===== src/rtl/word_insert_unit.sv =====
module word_insert_unit #(
  parameter int VLEN = 512
) (
  input  logic            clk,
  input  logic            rst_n,
  input  logic            in_valid,
  input  logic [1:0]      mode,
  input  logic [VLEN-1:0] vec_in,
  input  logic [31:0]     scalar_in,
  input  logic [7:0]      imm,
  input  logic [1:0]      vlen_field,
  input  logic            w_bit,
  output logic [VLEN-1:0] res_out,
  output logic            wr_en,
  output logic            ud_fault
);
  localparam int WORD = 16;
  localparam int LIM  = 128;

  logic [WORD-1:0] word;
  logic            three_op;
  logic            fault;
  logic            commit;
  logic [VLEN-1:0] nxt;
  logic            unused_bits;

  assign word        = scalar_in[WORD-1:0];
  assign three_op    = mode[1];
  assign fault       = in_valid & three_op & (|vlen_field);
  assign commit      = in_valid & ~fault;
  assign unused_bits = ^{w_bit, scalar_in[31:WORD], imm[7:3]};

  always_comb begin
    nxt = vec_in;
    if (mode == 2'd0)
      nxt[int'(imm[1:0])*WORD +: WORD] = word;
    else
      nxt[int'(imm[2:0])*WORD +: WORD] = word;
    if (three_op)
      for (int b = LIM; b < VLEN; b++) nxt[b] = 1'b0;
  end

  always_ff @(posedge clk) begin
    if (!rst_n) begin
      res_out  <= '0;
      wr_en    <= 1'b0;
      ud_fault <= 1'b0;
    end else begin
      wr_en    <= commit;
      ud_fault <= fault;
      if (commit) res_out <= nxt;
    end
  end
endmodule



===== config.mk =====
export PLATFORM = sky130hd
export DESIGN_NAME = word_insert_unit
export DESIGN_NICKNAME = d
export VERILOG_FILES = /design/src/rtl/word_insert_unit.sv
export SDC_FILE = /design/constraint.sdc
export NUM_CORES = 1
export LEC_CHECK = 0
export BUFFER_PORTS_ARGS = -buffer_cell sky130_fd_sc_hd__buf_2
export CORE_AREA = 4 4 414 416
export DETAILED_ROUTE_END_ITERATION = 12
export DIE_AREA = 0 0 418 420
export SYNTH_ARGS = -nofsm -noshare
export SYNTH_HDL_FRONTEND = slang
export SYNTH_SLANG_ARGS = --single-unit

===== constraint.sdc =====
create_clock -name clk -period 2.5 [get_ports clk]
set_input_delay 0.5 -clock clk [delete_from_list [all_inputs] [get_ports clk]]
set_output_delay 0.5 -clock clk [all_outputs]
set_load 0.05 [all_outputs]

# Word level (Yosys, flattened, before mapping)

Cells that the tools add are included.

Bitwise operators: 4
Reduce and logical (&&, ||, !) cells: 2
Add/subtract/negate cells: 2
Shift-type cells: 4
Muxes and demuxes: 4

Operators with widths:

| cell                      | count |
|---|---|
| $bwmux 512                | 2 |
| $shift 16x33->512 const A | 2 |
| $shiftx 16x33->512        | 2 |
| $mux 512                  | 1 |
| $mux 384                  | 1 |
| $neg 6->33                | 1 |
| $neg 7->33                | 1 |
| $and 1x1->1               | 3 |
| $logic_not 2->1           | 1 |
| $reduce_or 2->1           | 1 |
| $not 1->1                 | 1 |

Word-level logic and storage cells: 19
Bits in registers: 514
Input bits: 560
Output and inout bits: 514

# Logic depth before layout (Yosys ltp)

Gate-level depths: netlist of run 1.

Depth in word-level cells: 5
Depth in mapped cells: 12

# Worst setup path after synthesis of run 1

OpenSTA, ideal clock, no wires.

Path type: input to register
Start point: in imm[0]
End point: reg res_out[385]
Arrival time: 2.455 ns
Stages on the path: 10
Path buffers: 4
Required time: 2.433 ns
Setup slack: -0.022 ns
Path through: buf_4 buf_6 inv_1 ha_1 buf_2 or3b_1 buf_6 or3_1 a21o_1 a21oi_2

Word-level cells in the longest chain between the ends: 5
Elaborated cells on any way between the ends: 10

RTL lines:

| what                                            | RTL line | RTL |
|---|---|---|
| start: declaration                              | 10       | `input logic [7:0] imm,` |
| $neg 7->33 / $neg 6->33 (equally long branches) | 38, 36   |  |
| $shiftx 16x33->512 (tied with other cells)      | 38       | `nxt[int'(imm[2:0])*WORD +: WORD] = word;` |
| $bwmux 512 (on tied branches)                   | 38, 36   |  |
| $mux 512 (*)                                    | 35       | `if (mode == 2'd0)` |
| $mux 384 (*)                                    | 39       | `if (three_op)` |
| end signal: assignment                          | 51       | `if (commit) res_out <= nxt;` |
| end: declaration                                | 13       | `output logic [VLEN-1:0] res_out,` |

Mark *: on every way between the ends. The rest lies on a longest branch, timed or not.
A chain may end at the register's enable or synchronous reset.

# Final worst setup path of run 1

Start point: in imm[1]
End point: reg res_out[41]

Word-level cells in the longest chain between the ends: 4
Elaborated cells on any way between the ends: 9

RTL lines:

| what                                            | RTL line |
|---|---|
| $neg 7->33 / $neg 6->33 (equally long branches) | 38, 36 |
| $shiftx 16x33->512 (tied with other cells)      | 38 |
| $bwmux 512 (on tied branches)                   | 38, 36 |
| $mux 512 (*)                                    | 35 |

Marks and branches as above.

==> results of run 1 <==
==> how the worst max path moves through the flow <==
stage	from	to	slack (ns)	cells past startpoint
after floorplan	imm[0]	res_out[385]	0.03	10
final	imm[1]	res_out[41]	0.40	9
after detailed placement	imm[1]	res_out[474]	-0.34	12
after CTS	imm[1]	res_out[474]	0.42	12
after global placement	imm[1]	res_out[474]	-0.31	12
after global routing	imm[1]	res_out[77]	0.33	9
==> worst min-delay path, stage by stage <==
cell	delay, ns
buf_2	0.08
a222oi_1	0.05
nor2_1	0.08
==> power by group <==
group / leakage, uW / internal [uW] / switching (uW)
Clock: 0.00112 / 6000 / 4290
Combinational: 0.0101 / 1530 / 3710
Sequential: 0.00421 / 8630 / 241
==> sequential cells by signal, summed over array words and instances (netlist names) <==
name	count
res_out	512
ud_fault	1
wr_en	1
==> final cells by class <==
type | instances | area [sq um] | area share (%)
antenna | 64 | 160 | 0.449
multi-input combinational | 1945 | 11400 | 32.1
inverter | 43 | 169 | 0.474
sequential | 514 | 10300 | 28.9
clock inverter | 23 | 320 | 0.898
timing repair buffer | 1356 | 8540 | 24.0
tap | 2204 | 2760 | 7.73
clock buffer | 96 | 1980 | 5.55
==> synthesized netlist by cell type (all sizes together) (6+ instances only) <==
| cell | n |
|---|---|
| dfxtp | 514 |
| nand2 | 458 |
| o21ai | 441 |
| a21oi | 279 |
| clkbuf | 200 |
| a31oi | 108 |
| buf | 90 |
| a22oi | 78 |
| nand3 | 66 |
| a221oi | 48 |
| o31ai | 43 |
| inv | 42 |
| mux2i | 41 |
| nor2 | 40 |
| nor3b | 28 |
| a21boi | 27 |
| a222oi | 24 |
| and2 | 24 |
| nor2b | 21 |
| a21o | 20 |
| o211ai | 19 |
| o21bai | 18 |
| and3 | 17 |
| nand3b | 16 |
| o2111ai | 16 |
| o22ai | 16 |
| or3b | 16 |
| nand4bb | 10 |
| nand2b | 9 |
| nor3 | 9 |
| nand4 | 8 |
| or3 | 7 |
| and4 | 6 |
| ha | 6 |
==> layer usage <==
layer / vias to the layer above / global-route usage, %
li1: 12448 / -
met1: 13475 / 19.6
met2: 1536 / 32.3
met3: 382 / 4.02
met4: 16 / 10.5
met5: - / 0
==> cell families after synthesis <==
kind of cell | after synthesis | synth area share, %
compound gates | 1148 | 30.8
simple gates | 747 | 15.9
flops | 514 | 44.7
buf+inv | 333 | 6.39
mux | 44 | 1.93
fa+ha+maj | 6 | 0.326
==> metrics by stage <==
stage	util [%]	hold slack, ns
after floorplan	-	0.650
after global placement	19.9	0.430
after detailed placement	19.9	0.440
after CTS	21.2	0.0120
after global routing	21.3	0.0567
final	21.3	0.0773
==> impl_metrics.env, run 1 <==
export IMPL_worst_setup_path_type="primary input to register"
export IMPL_most_common_layout_cells="1049 x buf_2, 514 x dfxtp_1, 453 x nand2_1"
export IMPL_hold_path_depth=3
export IMPL_cpLargestDelayFamily="compound AO/OA/AOI/OAI gates"
export IMPL_max_freq_mhz=477
export IMPL_synth_edff_count=0
export IMPL_period_share_pct=83.9
export IMPL_pwr_density_cell_nw_per_um2=684
export IMPL_drtIter0Drc=2684
export IMPL_ios=1074
export IMPL_nFillCells=18706
export IMPL_drtAntennaViolNets=0
export IMPL_synthArstFlopShare_pct=0
export IMPL_hold_buffers=0
export IMPL_max_cap_viol_count=0
export IMPL_die_w_um=418
export IMPL_antenna_found_initial=92
export IMPL_finalCriticalPeriod_ns=2.10
export IMPL_rsz0062_at_grt="false"
export IMPL_path_cells="buf_2 -> inv_1 -> buf_4 -> ha_4 -> buf_4 -> and2_1 -> o21ai_2 -> a221oi_1 -> o31ai_1"
export IMPL_worstPathMaxFanout=16
export IMPL_start_kind="primary input"
export IMPL_max_stage_delay_ns=0.73
export IMPL_die_area_sq_um=176000
export IMPL_cp_end_kind="register"
export IMPL_area_growth_pct=54.9
export IMPL_ff2ff_setup_slack_ns=1.62
export IMPL_grt_first_pass_wirelength_mm=220
export IMPL_fin_setup_tns_ns=0
export IMPL_drcViolationCount=0
export IMPL_met2_length_mm=85.3
export IMPL_finalNonFillerCells=6245
export IMPL_fp_dieH_um=420
export IMPL_min_to="res_out[293]"
export IMPL_cts_setup_buffers=0
export IMPL_hold_class="primary input to register"
export IMPL_synth_top_area_share_pct=44.7
export IMPL_crit_buf_inv=4
export IMPL_cts_tree="yes"
export IMPL_max_slew_margin_rel_pct=23.4
export IMPL_stdcell_area_sq_um=35700
export IMPL_ys_flop_type="dfxtp_1"
export IMPL_r2r_start="res_out[375]"
export IMPL_worst_pin_slew_ns=1.14
export IMPL_rows=150
export IMPL_r2r_end="res_out[375]"
export IMPL_place_area_sq_um=33200
export IMPL_synth_seq_area_share_pct=44.7
export IMPL_syn_avg_cell_area_sq_um=8.24
export IMPL_ys_types=72
export IMPL_nets=4493
export IMPL_netlist_area_sq_um=23000
export IMPL_wl_met1_mm=59.1
export IMPL_drt_wl_total_mm=169
export IMPL_power_total_uw=24400
export IMPL_cts_sinks=514
export IMPL_grt_pass1_vias=26082
export IMPL_clock_latency_ns=0.66
export IMPL_portBuffers=1051
export IMPL_core_area_sq_um=167000
export IMPL_start_util_pct=13.8
export IMPL_required_ns=3.09
export IMPL_cp_slowest_cell="o21ai_2"
export IMPL_hpwl_mm=135
export IMPL_cts_root_buf="clkbuf_16"
export IMPL_synth_area_leader_cell="dfxtp_1"
export IMPL_ys_top_cells_by_area="dfxtp_1 45%, o21ai_0 8.5%, nand2_1 7.5%"
export IMPL_grt_overflow_total=0
export IMPL_gp_congestion=0.916
export IMPL_drive_above_1_share_pct=39.0
export IMPL_report_final_slew_viol_count=0
export IMPL_synth_seq_cells=514
export IMPL_crit_top_cell="buf_4"
export IMPL_vias=27857
export IMPL_fin_ws_ns=0.402
export IMPL_grtUsageTotal_pct=18.1
export IMPL_min_delay_start="vec_in[293]"
export IMPL_yosysWarnings=0
export IMPL_worstPathArrival_ns=2.69
export IMPL_syn_nets=3358
export IMPL_cts_buffers=67
export IMPL_wl_per_cell_um=27.0
export IMPL_grt_max_degree=116
export IMPL_cts_resized=0
export IMPL_clkTransAtPathRegs_ns=0.06
export IMPL_status="finished clean"
export IMPL_place_ws_ns=-0.339
export IMPL_setup_violations=0
export IMPL_place_inst=6062
export IMPL_p_leak_uw=0.0155
export IMPL_netlist_instances=2792
export IMPL_clockBufferDepth=3
export IMPL_drt_pass1_iter_count=6
export IMPL_highest_layer="met5"
export IMPL_final_common_cell="buf_2"
export IMPL_met3_length_mm=13.2
export IMPL_vias_per_cell=4.46
export IMPL_htree_levels=3
export IMPL_hold_violations=0
export IMPL_ir_worst_vdd_uv=442
export IMPL_fin_worst_skew_ns=0
export IMPL_rr_worst_depth=2
Note: power is estimated with default switching activity, not from simulation.
==> inputs of run 2 (changes only) <==
clock period = 1.8 ns   (was 2.5 ns; I/O delays follow)
==> run 2 against run 1 <==
Against the previous run: the run now ends with setup timing left; sequential power increased by 39%; global-route usage increased by 2.1 points; worst setup slack worse by 0.42 ns; die area did not move; count of clock-buffer cells in the layout is 3 lower; worst hold slack worse by 0.0078 ns; total power up 44%.
==> impl_metrics.env, run 2 (synthesized netlist as in run 1, its figures left out) <==
export IMPL_status="finished with violations"
export IMPL_failed_checks="setup timing"
export IMPL_drcViolationCount=0
export IMPL_wl_per_cell_um=27.6
export IMPL_rr_worst_depth=2
export IMPL_final_common_cell="buf_2"
export IMPL_stdcell_area_sq_um=42300
export IMPL_die_area_sq_um=176000
export IMPL_setup_worst_path_start="imm[0]"
export IMPL_nets=5033
export IMPL_drive_above_1_share_pct=39.3
export IMPL_rsz0062_at_grt="false"
export IMPL_worst_setup_path_type="primary input to register"
export IMPL_path_cells="buf_4 -> buf_12 -> buf_4 -> buf_4 -> buf_4 -> nand4bb_1 -> a31oi_2 -> o21ai_1 -> a21oi_1"
export IMPL_r2r_start="res_out[362]"
export IMPL_antenna_found_initial=69
export IMPL_drt_pass1_iter_count=8
export IMPL_cts_root_buf="clkbuf_16"
export IMPL_grt_pass1_vias=29499
export IMPL_required_ns=2.40
export IMPL_cp_end_kind="register"
export IMPL_grt_max_degree=87
export IMPL_cp_slowest_cell="a31oi_2"
export IMPL_fin_ws_ns=-0.0177
export IMPL_cpLargestDelayFamily="buffers and inverters"
export IMPL_drt_wl_total_mm=187
export IMPL_period_share_pct=101
export IMPL_grtUsageTotal_pct=20.2
export IMPL_gp_congestion=0.935
export IMPL_max_freq_mhz=550
export IMPL_place_area_sq_um=35300
export IMPL_largest_reg_flops=512
export IMPL_rows=150
export IMPL_cp_num_cells=9
export IMPL_clkTransAtPathRegs_ns=0.06
export IMPL_ios=1074
export IMPL_grt_first_pass_wirelength_mm=246
export IMPL_hold_slack_ns=0.0695
export IMPL_crit_top_cell="buf_4"
export IMPL_fin_worst_skew_ns=0
export IMPL_vias=30293
export IMPL_p_leak_uw=0.0181
export IMPL_finalCriticalPeriod_ns=1.82
export IMPL_max_cap_viol_count=0
export IMPL_min_delay_start="vec_in[77]"
export IMPL_worst_pin_slew_ns=0.619
export IMPL_vias_per_cell=4.47
export IMPL_cts_buffers=68
export IMPL_report_final_slew_viol_count=0
export IMPL_area_growth_pct=83.7
export IMPL_clockBufferDepth=3
export IMPL_clock_latency_ns=0.70
export IMPL_start_kind="primary input"
export IMPL_fp_dieH_um=420
export IMPL_ir_worst_vdd_uv=670
export IMPL_cts_sinks=514
export IMPL_drtAntennaViolNets=0
export IMPL_die_w_um=418
export IMPL_drtIter0Drc=2680
export IMPL_setup_violations=1
export IMPL_grt_overflow_total=0
export IMPL_core_area_sq_um=167000
export IMPL_power_total_uw=35100
export IMPL_worstPathArrival_ns=2.42
export IMPL_hpwl_mm=150
export IMPL_max_stage_delay_ns=0.52
export IMPL_place_ws_ns=-0.991
export IMPL_reg_top3="res_out: 512 flops, ud_fault: 1 flops, wr_en: 1 flops"
export IMPL_most_common_layout_cells="1008 x buf_2, 513 x dfxtp_1, 452 x nand2_1"
export IMPL_hold_class="primary input to register"
export IMPL_pwr_density_cell_nw_per_um2=831
export IMPL_worstPathMaxFanout=22
export IMPL_hold_violations=0
export IMPL_regMostFlops="res_out"
export IMPL_max_slew_margin_rel_pct=58.6
export IMPL_portBuffers=1051
export IMPL_crit_buf_inv=5
export IMPL_start_util_pct=13.8
export IMPL_cts_tree="yes"
export IMPL_htree_levels=3
export IMPL_hold_path_depth=3
==> run 2: changes by cell type in the layout (fill, tap and decap cells not counted), moves of 41 or more <==
cell	delta
dlygate4sd3_1	+440
a22oi_2	+51
buf_2	-41
o21ai_0	-184
o21ai_1	+183
a22oi_1	-51
buf_12	+54
buf_4	+79
==> run 2: power by group <==
part           switching (uW)  total (uW)  internal (uW)  leakage [uW]
clock network            6030       13900           7860       0.00107
logic                    5760        8910           3160        0.0129
registers                 341       12300          12000       0.00421
==> run 2: area by class of cell <==
| cell class | instances | area, sq um |
|---|---|---|
| multi-input cells | 1945 | 12200 |
| clock buffers | 93 | 1880 |
| flip-flops and latches | 514 | 10300 |
| clock inverters | 29 | 340 |
| well taps | 2204 | 2760 |
| repair buffers | 1895 | 14500 |
| inverters | 43 | 176 |
| diodes | 54 | 135 |
| fillers | 18053 | 125000 |
==> run 2: metrics by stage <==
step | util (%) | cells | setup TNS, ns
5_1_grt | 25.2 | 6743 | 0
3_3_place_gp | 21.1 | 6160 | -293.23
2_1_floorplan | - | 2792 | -105.67
4_1_cts | 25.2 | 6722 | 0
3_5_place_dp | 21.1 | 6160 | -294.19
6_report | 25.3 | 6777 | -0.0177
==> run 2: metal layers <==
| layer | vias up | share of wire, % | GRT usage (%) |
|---|---|---|---|
| met5 | - | 0.064 | 0 |
| met2 | 1569 | 50 | 36.1 |
| met4 | 18 | 4.8 | 8.39 |
| met1 | 14715 | 38 | 22.6 |
| met3 | 430 | 6.9 | 5.30 |
| li1 | 13561 | - | - |
==> run 2: timing repair <==
item	CTS	global route
buffers inserted	0	1
hold buffers	440	0
setup endpoints to repair	75	105
resized for setup	56	14
endpoints found under the hold margin	440	0
==> run 2: final timing paths <==
check	endpoint	slack (ns)
setup reg to reg	res_out[362]	0.90
setup / recovery	res_out[171]	-0.02
hold reg to reg	res_out[183]	0.45
hold / removal	res_out[77]	0.07
==> run 2: worst register-to-register path: cells and delay by family, from the launching register on <==
kind / cells / cell delay [ns]
compound gates: 1 / 0.37
flops: 1 / 0.33
simple gates: 1 / 0.07
